`config.mk`:
```
export PLATFORM = sky130hd
export DESIGN_NAME = dma_chan
export DESIGN_NICKNAME = d
export VERILOG_FILES = /design/src/rtl/dma_chan_pkg.sv /design/src/rtl/dma_chan_step.sv /design/src/rtl/dma_chan_regs.sv /design/src/rtl/dma_chan_trig.sv /design/src/rtl/dma_chan_fsm.sv /design/src/rtl/dma_chan.sv
export SDC_FILE = /design/constraint.sdc
export NUM_CORES = 1
export LEC_CHECK = 0
export ABC_AREA = 1
export BUFFER_PORTS_ARGS = -buffer_cell sky130_fd_sc_hd__buf_4
export CAP_MARGIN = 25
export CORE_MARGIN = 5
export CORE_UTILIZATION = 40
export DETAILED_ROUTE_END_ITERATION = 16
export PLACE_DENSITY = 0.62
export SETUP_SLACK_MARGIN = 0.2
export SLEW_MARGIN = 10
export SYNTH_ARGS = -nofsm -noshare
export SYNTH_HDL_FRONTEND = slang
export SYNTH_HIERARCHICAL = 1
export SYNTH_SLANG_ARGS = --single-unit
```
`constraint.sdc`:
```
create_clock -name clk -period 2.1 [get_ports clk]
set_input_delay 0.21 -clock clk [delete_from_list [all_inputs] [get_ports clk]]
set_output_delay 0.21 -clock clk [all_outputs]
set_load 0.03 [all_outputs]
```
`src/rtl/dma_chan_pkg.sv`:
```
`timescale 1ns/1ps
package dma_chan_pkg;
  typedef enum logic [1:0] {
    CNT_SEQ  = 2'd0,
    CNT_IDLE = 2'd1,
    CNT_RPT  = 2'd2,
    CNT_RSV  = 2'd3
  } cnt_mode_e;

  // packed: first field is the most significant bit
  typedef struct packed {
    logic      mem_dst;  // bit 8
    logic      dec;      // bit 7
    logic      single;   // bit 6
    logic      ext;      // bit 5
    logic      burst;    // bit 4
    cnt_mode_e mode;     // bits 3:2
    logic      word;     // bit 1
    logic      en;       // bit 0
  } ctl_t;

  localparam int unsigned CTL_W = $bits(ctl_t);

  typedef enum logic [2:0] {
    ST_IDLE = 3'd0,
    ST_ASK  = 3'd1,
    ST_RD   = 3'd2,
    ST_WR   = 3'd3,
    ST_ONE  = 3'd4,
    ST_GAP  = 3'd5
  } st_e;

  localparam logic [1:0] SEL_MEM = 2'd0;
  localparam logic [1:0] SEL_IO  = 2'd1;
  localparam logic [1:0] SEL_CNT = 2'd2;
  localparam logic [1:0] SEL_CTL = 2'd3;
endpackage

```
`src/rtl/dma_chan_step.sv`:
```
`timescale 1ns/1ps
module dma_chan_step #(
  parameter int unsigned ADDR_W = 24
) (
  input  logic [ADDR_W-1:0] cur,
  input  logic              word,
  input  logic              dec,
  input  logic              hold,
  output logic [ADDR_W-1:0] nxt
);
  localparam logic [ADDR_W-1:0] STEP_B = ADDR_W'(1);
  localparam logic [ADDR_W-1:0] STEP_W = ADDR_W'(2);

  logic [ADDR_W-1:0] amt;

  always_comb begin
    amt = word ? STEP_W : STEP_B;
    if (hold)      nxt = cur;
    else if (dec)  nxt = cur - amt;
    else           nxt = cur + amt;
  end
endmodule

```
`src/rtl/dma_chan_regs.sv`:
```
`timescale 1ns/1ps
module dma_chan_regs
  import dma_chan_pkg::*;
#(
  parameter int unsigned ADDR_W = 24,
  parameter int unsigned CNT_W  = 16,
  parameter int unsigned RPT_W  = 8,
  parameter int unsigned CFG_W  = 32
) (
  input  logic              clk,
  input  logic              rst_n,
  input  logic              cfg_we,
  input  logic [1:0]        cfg_sel,
  input  logic [CFG_W-1:0]  cfg_wdata,
  input  logic              unit_done,
  output ctl_t              ctl,
  output logic [ADDR_W-1:0] mem_addr,
  output logic [ADDR_W-1:0] io_addr,
  output logic              last,
  output logic              done,
  output logic              blk_done
);
  localparam int unsigned REM_W = CNT_W + 1;
  localparam logic [REM_W-1:0] FULL_SEQ = REM_W'(1) << CNT_W;
  localparam logic [REM_W-1:0] FULL_RPT = REM_W'(1) << RPT_W;
  localparam logic [REM_W-1:0] ONE_LEFT = REM_W'(1);

  ctl_t              ctl_q, wr_ctl;
  logic [ADDR_W-1:0] mem_q, io_q, init_mem, mem_nxt;
  logic [CNT_W-1:0]  cnt_prog;
  logic [REM_W-1:0]  rem, init_rem, ld_val, rpt_ld, seq_ld;
  logic              arm_rise, done_q, blk_q;
  logic              unused_cfg;

  assign unused_cfg = ^cfg_wdata;
  assign wr_ctl     = ctl_t'(cfg_wdata[CTL_W-1:0]);
  assign arm_rise   = cfg_we && (cfg_sel == SEL_CTL) && wr_ctl.en && !ctl_q.en;

  always_comb begin
    rpt_ld = (cnt_prog[RPT_W-1:0] == '0) ? FULL_RPT : REM_W'(cnt_prog[RPT_W-1:0]);
    seq_ld = (cnt_prog == '0) ? FULL_SEQ : REM_W'(cnt_prog);
    ld_val = (wr_ctl.mode == CNT_RPT) ? rpt_ld : seq_ld;
  end

  dma_chan_step #(.ADDR_W(ADDR_W)) step_i (
    .cur  (mem_q),
    .word (ctl_q.word),
    .dec  (ctl_q.dec),
    .hold (ctl_q.mode == CNT_IDLE),
    .nxt  (mem_nxt)
  );

  always_ff @(posedge clk) begin
    if (!rst_n) begin
      ctl_q    <= '0;
      mem_q    <= '0;
      io_q     <= '0;
      init_mem <= '0;
      cnt_prog <= '0;
      rem      <= '0;
      init_rem <= '0;
      done_q   <= 1'b0;
      blk_q    <= 1'b0;
    end else begin
      done_q <= 1'b0;
      blk_q  <= 1'b0;
      if (unit_done && ctl_q.en) begin
        if (rem == ONE_LEFT) begin
          if (ctl_q.mode == CNT_RPT) begin
            mem_q <= init_mem;
            rem   <= init_rem;
            blk_q <= 1'b1;
          end else begin
            ctl_q.en <= 1'b0;
            rem      <= '0;
            done_q   <= 1'b1;
          end
        end else begin
          mem_q <= mem_nxt;
          rem   <= rem - ONE_LEFT;
        end
      end
      if (cfg_we) begin
        case (cfg_sel)
          SEL_MEM: if (!ctl_q.en) mem_q    <= cfg_wdata[ADDR_W-1:0];
          SEL_IO:  if (!ctl_q.en) io_q     <= cfg_wdata[ADDR_W-1:0];
          SEL_CNT: if (!ctl_q.en) cnt_prog <= cfg_wdata[CNT_W-1:0];
          default: begin
            ctl_q <= wr_ctl;
            if (arm_rise) begin
              rem      <= ld_val;
              init_rem <= ld_val;
              init_mem <= mem_q;
            end
          end
        endcase
      end
    end
  end

  assign ctl      = ctl_q;
  assign mem_addr = mem_q;
  assign io_addr  = io_q;
  assign last     = (rem == ONE_LEFT);
  assign done     = done_q;
  assign blk_done = blk_q;
endmodule

```
`src/rtl/dma_chan_trig.sv`:
```
`timescale 1ns/1ps
module dma_chan_trig #(
  parameter int unsigned SYNC_STAGES = 2
) (
  input  logic clk,
  input  logic rst_n,
  input  logic ext_req,
  input  logic arm,
  input  logic take,
  output logic pend
);
  logic sync_out, prev_q, pend_q, rise;

  if (SYNC_STAGES == 0) begin : g_nosync
    assign sync_out = ext_req;
  end else begin : g_sync
    logic [SYNC_STAGES-1:0] sr;
    always_ff @(posedge clk) begin
      if (!rst_n) sr <= '0;
      else begin
        sr[0] <= ext_req;
        for (int i = 1; i < SYNC_STAGES; i++) sr[i] <= sr[i-1];
      end
    end
    assign sync_out = sr[SYNC_STAGES-1];
  end

  assign rise = sync_out && !prev_q;

  always_ff @(posedge clk) begin
    if (!rst_n) begin
      prev_q <= 1'b0;
      pend_q <= 1'b0;
    end else begin
      prev_q <= sync_out;
      if (!arm)      pend_q <= 1'b0;
      else if (rise) pend_q <= 1'b1;
      else if (take) pend_q <= 1'b0;
    end
  end

  assign pend = pend_q;
endmodule

```
`src/rtl/dma_chan_fsm.sv`:
```
`timescale 1ns/1ps
module dma_chan_fsm
  import dma_chan_pkg::*;
#(
  parameter int unsigned ADDR_W = 24,
  parameter int unsigned DATA_W = 16
) (
  input  logic              clk,
  input  logic              rst_n,
  input  ctl_t              ctl,
  input  logic              last,
  input  logic              pend,
  input  logic [ADDR_W-1:0] mem_addr,
  input  logic [ADDR_W-1:0] io_addr,
  input  logic              bus_gnt,
  input  logic              cyc_ready,
  input  logic [DATA_W-1:0] cyc_rdata,
  output logic              bus_req,
  output logic              cyc_valid,
  output logic [ADDR_W-1:0] cyc_addr,
  output logic              cyc_write,
  output logic              cyc_word,
  output logic              cyc_dack,
  output logic [DATA_W-1:0] cyc_wdata,
  output logic              take,
  output logic              unit_done
);
  st_e               st, st_nx, first_st;
  logic [DATA_W-1:0] hold_q;
  logic              go, is_rpt, keep_bus, unit_end;

  assign is_rpt   = (ctl.mode == CNT_RPT);
  assign go       = ctl.en && (ctl.ext ? pend : 1'b1);
  assign keep_bus = ctl.burst && !ctl.ext && ctl.en && !last;
  assign first_st = ctl.single ? ST_ONE : ST_RD;
  assign unit_end = cyc_ready && ((st == ST_WR) || (st == ST_ONE));

  always_comb begin
    st_nx = st;
    case (st)
      ST_IDLE: if (go) st_nx = ST_ASK;
      ST_ASK:  if (bus_gnt) st_nx = first_st;
      ST_RD:   if (cyc_ready) st_nx = ST_WR;
      ST_WR, ST_ONE: begin
        if (cyc_ready) begin
          if (last && !is_rpt) st_nx = ST_IDLE;
          else if (keep_bus)   st_nx = first_st;
          else                 st_nx = ST_GAP;
        end
      end
      default: st_nx = ST_IDLE;
    endcase
  end

  always_ff @(posedge clk) begin
    if (!rst_n) begin
      st     <= ST_IDLE;
      hold_q <= '0;
    end else begin
      st <= st_nx;
      if ((st == ST_RD) && cyc_ready) hold_q <= cyc_rdata;
    end
  end

  always_comb begin
    cyc_valid = 1'b0;
    cyc_addr  = '0;
    cyc_write = 1'b0;
    cyc_dack  = 1'b0;
    cyc_wdata = '0;
    case (st)
      ST_RD: begin
        cyc_valid = 1'b1;
        cyc_addr  = ctl.mem_dst ? io_addr : mem_addr;
      end
      ST_WR: begin
        cyc_valid = 1'b1;
        cyc_addr  = ctl.mem_dst ? mem_addr : io_addr;
        cyc_write = 1'b1;
        cyc_wdata = hold_q;
      end
      ST_ONE: begin
        cyc_valid = 1'b1;
        cyc_addr  = mem_addr;
        cyc_write = ctl.mem_dst;
        cyc_dack  = 1'b1;
      end
      default: ;
    endcase
  end

  assign bus_req   = (st == ST_ASK) || (st == ST_RD) || (st == ST_WR) || (st == ST_ONE);
  assign cyc_word  = ctl.word;
  assign take      = (st == ST_IDLE) && go && ctl.ext;
  assign unit_done = unit_end;
endmodule

```
`src/rtl/dma_chan.sv`:
```
`timescale 1ns/1ps
module dma_chan
  import dma_chan_pkg::*;
#(
  parameter int unsigned ADDR_W      = 24,
  parameter int unsigned DATA_W      = 16,
  parameter int unsigned CNT_W       = 16,
  parameter int unsigned RPT_W       = 8,
  parameter int unsigned CFG_W       = 32,
  parameter int unsigned SYNC_STAGES = 2
) (
  input  logic              clk,
  input  logic              rst_n,
  input  logic              cfg_we,
  input  logic [1:0]        cfg_sel,
  input  logic [CFG_W-1:0]  cfg_wdata,
  input  logic              ext_req,
  output logic              bus_req,
  input  logic              bus_gnt,
  output logic              cyc_valid,
  input  logic              cyc_ready,
  output logic [ADDR_W-1:0] cyc_addr,
  output logic              cyc_write,
  output logic              cyc_word,
  output logic              cyc_dack,
  output logic [DATA_W-1:0] cyc_wdata,
  input  logic [DATA_W-1:0] cyc_rdata,
  output logic              done,
  output logic              blk_done
);
  ctl_t              ctl;
  logic [ADDR_W-1:0] mem_addr, io_addr;
  logic              last, pend, take, unit_done;
  logic              steal_mode;

  assign steal_mode = !ctl.burst || ctl.ext;

  dma_chan_regs #(
    .ADDR_W (ADDR_W),
    .CNT_W  (CNT_W),
    .RPT_W  (RPT_W),
    .CFG_W  (CFG_W)
  ) regs_i (
    .clk       (clk),
    .rst_n     (rst_n),
    .cfg_we    (cfg_we),
    .cfg_sel   (cfg_sel),
    .cfg_wdata (cfg_wdata),
    .unit_done (unit_done),
    .ctl       (ctl),
    .mem_addr  (mem_addr),
    .io_addr   (io_addr),
    .last      (last),
    .done      (done),
    .blk_done  (blk_done)
  );

  dma_chan_trig #(.SYNC_STAGES(SYNC_STAGES)) trig_i (
    .clk     (clk),
    .rst_n   (rst_n),
    .ext_req (ext_req),
    .arm     (ctl.en && ctl.ext),
    .take    (take),
    .pend    (pend)
  );

  dma_chan_fsm #(
    .ADDR_W (ADDR_W),
    .DATA_W (DATA_W)
  ) fsm_i (
    .clk       (clk),
    .rst_n     (rst_n),
    .ctl       (ctl),
    .last      (last),
    .pend      (pend),
    .mem_addr  (mem_addr),
    .io_addr   (io_addr),
    .bus_gnt   (bus_gnt),
    .cyc_ready (cyc_ready),
    .cyc_rdata (cyc_rdata),
    .bus_req   (bus_req),
    .cyc_valid (cyc_valid),
    .cyc_addr  (cyc_addr),
    .cyc_write (cyc_write),
    .cyc_word  (cyc_word),
    .cyc_dack  (cyc_dack),
    .cyc_wdata (cyc_wdata),
    .take      (take),
    .unit_done (unit_done)
  );
endmodule

```
; ---- Word level (Yosys, flattened, before mapping)
; Index checks and enable logic that the tools add are counted.
[classes]
bitwise = 2
eq_ne = 15
add_sub_neg = 3
muxes = 43
reduce_logical = 39
[op_table]
columns = op, n
row1 = $mux W24, 10
row2 = $mux W17, 8
row3 = $pmux W24 S3, 1
row4 = $add A24 B24 Y24, 1
row5 = $sub A24 B24 Y24, 1
row6 = $mux W3, 7
row7 = $eq A17 B1 Y1 const B, 1
row8 = $sub A17 B1 Y17 const B, 1
row9 = $logic_not A16 Y1, 1
row10 = $mux W16, 1
row11 = $logic_and A1 B1 Y1, 15
row12 = $mux W1, 12
row13 = $pmux W3 S4, 1
row14 = $reduce_and A3 Y1, 4
row15 = $mux W9, 1
row16 = $eq A2 B2 Y1 const B, 4
row17 = $logic_not A8 Y1, 1
row18 = $eq A3 B2 Y1 const B, 2
row19 = $ne A2 B2 Y1 const B, 3
row20 = $reduce_or A3 Y1, 2
row21 = $logic_not A1 Y1, 5
row22 = $eq A2 B1 Y1 const B, 2
row23 = $logic_or A1 B1 Y1, 4
row24 = $reduce_and A2 Y1, 2
row25 = 11 further kinds, 12
[word_totals]
inputBits = 56
word_cells = 123
regBits = 156

; ---- Depth between registers and ports, before layout
[logic_depth]
depth_word = 9
depth_mapped = 18

; ---- Modules after synthesis
; The synthesis kept the hierarchy.
[by_module_without_submodules]
columns = module, cells_per_inst, area_each_um2, instances
row1 = dma_chan_regs, 927, 6281.0, 1
row2 = dma_chan_step, 429, 1993.2, 1
row3 = dma_chan_fsm, 333, 1936.9, 1
row4 = dma_chan_trig, 16, 130.1, 1
row5 = dma_chan, 2, 7.5, 1

; ---- Worst setup path before layout
; Ideal clock, no wire load.
[synth_path]
kind = register to register
start = reg regs_i.ctl_q, in the netlist regs_i/ctl[7]
end = reg regs_i.mem_q[23] (netlist: regs_i/mem_addr[23])
synth_period_minus_slack_ps = 2178
required_time_ps = 2030
path_slack_ps = -78
stages_incl_launch_ff = 15
path_buffers = 0
setup_ps = 70
t_arrival_ps = 2108
path_cell_list = dfxtp_1 > ha_1 > nand2_1 > inv_1 > a21oi_1 > nand2_2 > nand2_1 > nand3_1 > nand2_1 > nand3_1 > nand2_1 > inv_1 > nand2_1 > nand3_1 > a21oi_1
[synth_between]
elab_chain_cells = 7
[synth_rtl]
columns = element, line
row1 = start: declaration, dma_chan_regs.sv:28  ; ctl_t ctl_q, wr_ctl;
row2 = start signal: assignment, dma_chan_regs.sv:89  ; ctl_q <= wr_ctl;
row3 = $mux W24 (*), dma_chan_step.sv:19  ; else if (dec) nxt = cur - amt;
row4 = $mux W24 (*), dma_chan_step.sv:18  ; if (hold) nxt = cur;
row5 = net regs_i.mem_nxt[23], dma_chan_regs.sv:29  ; logic [ADDR_W-1:0] mem_q, io_q, init_mem, mem_nxt;
row6 = $mux W24 (*), dma_chan_regs.sv:68  ; if (rem == ONE_LEFT) begin
row7 = $mux W24 (*), dma_chan_regs.sv:67  ; if (unit_done && ctl_q.en) begin
row8 = $mux W24, dma_chan_regs.sv:85  ; SEL_MEM: if (!ctl_q.en) mem_q <= cfg_wdata[ADDR_W-1:0];
row9 = $mux W24, dma_chan_regs.sv:84  ; case (cfg_sel)
row10 = $mux W24 (*), dma_chan_regs.sv:83  ; if (cfg_we) begin
row11 = end signal: assignment, dma_chan_regs.sv:70  ; mem_q <= init_mem;
row12 = end signal: assignment, dma_chan_regs.sv:79  ; mem_q <= mem_nxt;
row13 = end signal: assignment, dma_chan_regs.sv:85
row14 = end: declaration, dma_chan_regs.sv:29
; Mark *: on every way through the listed nets, which the timed path passes. The rest lies on a longest branch.
; A chain may end at the register's enable or synchronous reset.

; ---- Worst setup path in the final report
[layout_path]
start = reg regs_i.ctl_q, in the netlist regs_i/ctl[7]
end = reg regs_i.mem_q[11] (netlist: regs_i/mem_addr[11])
; Same word-level chain as after synthesis.

==> impl_results.md <==
- Status: finished, violations left
- Failing checks: setup timing
- Post-Syn Instances: 1707
- Final core occ: 59.10%
- Layout cells sized above 1: 31.63%
- CP Cell Sequence: buf_8 > ha_4 > nand2_4 > nand2_4 > inv_4 > nand2_4 > nand2_4 > nor2_4 > nor2_1 > nand2_1 > nand3_2 > nand2_1 > inv_1 > nand2_1 > nand3_2 > a21oi_2
- Largest net degree at the start of global routing: 81
- Register Area: 3146 um^2
- TritonCTS Sinks: 156
- Worst slew pin tran: 0.7613 ns
- Worst-path clk slew: 0.08 ns
- Crit path from: regs_i/ctl[7]
- Worst r2r dst: regs_i/mem_addr[11]
- Setup CP Type: reg -> reg
- Clk Latency, worst-skew pair: 0.43 ns
- Netlist Area Pre-Place: 10350 um^2
- Die height: 170.8 um
- Minimum clock period: 2.147 ns
- Post-synthesis compound-gate area fraction: 17.05%
- # diodes: 0
- Chip width: 170.8 um
- Worst Skew: 0.01358 ns
- # H-tree levels: 4
- CP max stage cell: dfxtp_4
- Most frequent cells in the layout: nand2_1 (343), nor2_1 (207), inv_1 (173), dfxtp_1 (146), buf_4 (129)
- Core area: 25330 um^2
- Total CTS buffers: 17
- RSZ-0062 raised after global routing: true
- Seq/Total Area, Yosys: 30.18%
- Detail-routed via count per cell: 5.458
- Antenna-violating nets left: 0
- Period utilization: 102.2%
- Clk pwr share: 37.4%
- Internal Power: 0.005490 W
- Finished Cell Area: 14970 um^2
- P&R area growth vs syn: 44.64%
- Gr usage total: 24.99%
- Simple-gate portion of the synthesized area: 37.26%
- Via count: 12090
- Critical Path RT: 2.46 ns
- Drt wl/cell: 17.58 um
- Reg power frac: 38.6%
- First-pass GRT wire length: 58550 um
- Worst hold stages: 3
- Port Buffers: 94
- Hold Path Class: in -> reg
- Post-synthesis cell type count: 44
- Synthesized area per cell: 6.062 um^2
- Sw Pwr: 0.002840 W
- Crit path DAT: 2.50 ns
- Worst rel slew slack: 49.17%
- CTS root buffer: clkbuf_16
- Placed cell areas: 11760 um^2
- Setup-failing EPs final: 6
- PwrDens: 556.5 nW/um^2
- Adder-Cell Fraction of Synth Area: 3.216%
- Multi-input gate area: 7616 um^2
- Cells on worst reg2reg path: 16
- Initial antenna violation count: 1
- DRT Pass-1 Iters: 7
- Row count: 58
- CP Launch Type: register
- CTS tree: yes
- Final worst setup slack: -0.04680 ns
- Most common cell after layout, fill and taps aside: nand2_1
- Critical path peak fanout: 7
- Nets: 1953
- Hold Startpoint: cyc_rdata[8]
- Final Hold Fails: 0
- Maxcap violations: 0
- Mux share of post-synthesis cell area: 0.1934%
- Clock tree buffer depth: 2
- Crit path top cell by count: nand2_4
- Synth Area in XOR/XNOR: 0.4232%
- Switching Share: 34.09%
- Routed Wire Length: 38930 um
- Initial core utilization: 40.86%
- Register bit total from synthesis: 156
- Pins Over Slew Limit: 0
- Max stage delay on crit path: 0.42 ns
- 1st-iter DRT viols: 1003
- R2R Path Start: regs_i/ctl[7]
- Die area: 29190 um^2
- DP Wirelength: 24310 um
- GRT overflow: 0
- Filler cells: 2230
- Synth Warn #: 6
- Ports: 103
- DRC: 0
- Combinational power share: 23.9%
- Min-Delay Endpoint: fsm_i/hold_q[8]
- Main combinational cell family by area after synthesis: simple AND/OR/NAND/NOR gates
- Placer Congestion: 0.9104
- Maximum clock rate: 465.8 MHz
- Worst R2R Setup Slack: -0.05 ns
- Vias in the first global route: 11190
- Pleak: 6.828 nW
- Syn Nets: 1789
- Endpoint class of the critical path: register
- Worst ir drop on vdd: 0.0006671 V
kinds of logic after synthesis:
kind of cell | Yosys count
flip-flops | 156
multiplexers | 2
AO/OA/AOI/OAI | 329
AND/OR/NAND/NOR | 895
buffers and inverters | 294
XOR/XNOR | 5
adder cells (fa/ha/maj) | 26
worst max-delay path, delay by kind of cell (launching register included):
family	cells	cell delay, ns
buf+inv	3	0.25
compound gates	1	0.14
flops	1	0.42
fa+ha+maj	1	0.33
simple gates	11	0.94
power groups by stage:
stage	sequential [W]	combinational (W)	clock [W]
after detailed placement	0.00326	0.00156	0
after CTS	0.00321	0.00179	0.00315
after floorplan	0.00327	0.00101	0
after global placement	0.00326	0.00154	0
after global routing	0.00324	0.00216	0.00327
final	0.00322	0.00199	0.00312
synthesized netlist by cell type (all sizes together):
cell | n | area share, %
ha | 25 | 3.0
inv | 211 | 7.7
o21bai | 1 | 0.073
nor3 | 4 | 0.30
nand3 | 114 | 5.8
a21oi | 132 | 6.4
clkinv | 2 | 0.073
or2 | 5 | 0.30
o21ai | 161 | 7.8
o211a | 6 | 0.58
fa | 1 | 0.19
nor2 | 265 | 10
nand4 | 43 | 2.6
nand3b | 10 | 0.73
xor2 | 3 | 0.25
o31ai | 1 | 0.073
xnor2 | 2 | 0.17
o221ai | 4 | 0.34
clkbuf | 36 | 1.3
buf | 45 | 2.6
o211ai | 24 | 1.7
mux2i | 2 | 0.19
nor4 | 2 | 0.18
nand2 | 452 | 17
dfxtp | 156 | 30
cell type report:
class / instances / area share, %
repair inverters: 2 / 0.1839
clock inverters: 14 / 0.9529
repair buffers: 224 / 15.50
inverters: 213 / 5.776
well taps: 330 / 2.759
multi-input cells: 1257 / 50.88
clock buffers: 18 / 2.934
flip-flops and latches: 156 / 21.01
metrics by stage:
stage                     setup WS, ns  setup TNS (ns)  total power (W)  hold slack, ns  instances
after detailed placement       -0.1014         -0.6262         0.004824          0.3963       2130
final                         -0.04680        -0.09109         0.008329         0.04789       2214
after global routing           -0.1466          -2.090         0.008671         0.04709       2214
after global placement         -0.1178         -0.3693         0.004805          0.3904       2130
after CTS                      0.02754               0         0.008147         0.03412       2190
after floorplan                 0.1920               0         0.004284          0.3035       1707
per-layer routing:
metal,part of all wire [%],vias up,GRT usage (%)
li1,-,5831,-
met1,42,5586,33.21
met2,46,565,40.73
met3,8.6,101,4.274
met4,3.0,2,9.542
met5,0.033,-,0
sequential cells by signal, indices dropped and copies added, names as in the netlist:
signal	flops
regs_i/mem_addr	24
trig_i/prev_q	1
regs_i/rem	17
regs_i/init_mem	24
regs_i/blk_done	1
regs_i/init_rem	17
regs_i/ctl	9
trig_i/pend	1
trig_i/g_sync.sr	2
regs_i/cnt_prog	16
regs_i/io_addr	24
fsm_i/hold_q	16
regs_i/done	1
fsm_i/st	3
how the worst max path moves through the flow:
stage / cells after the start / end / slack (ns)
6_report: 16 / regs_i/mem_addr[11] / -0.05
5_1_grt: 16 / regs_i/mem_addr[11] / -0.15
4_1_cts: 8 / cyc_addr[4] / 0.03
3_5_place_dp: 17 / regs_i/mem_addr[15] / -0.10
3_3_place_gp: 18 / regs_i/mem_addr[15] / -0.12
2_1_floorplan: 14 / regs_i/mem_addr[5] / 0.19
timing repair:
action / CTS / global route
cloned: 5 / 7
hold endpoints to repair: 1 / 0
gates resized for setup: 215 / 300
pin swaps: 41 / 79
hold buffers: 1 / 0
endpoints found under the setup margin: 48 / 85
setup buffers: 22 / 17
(Power assumes the default switching activity.)
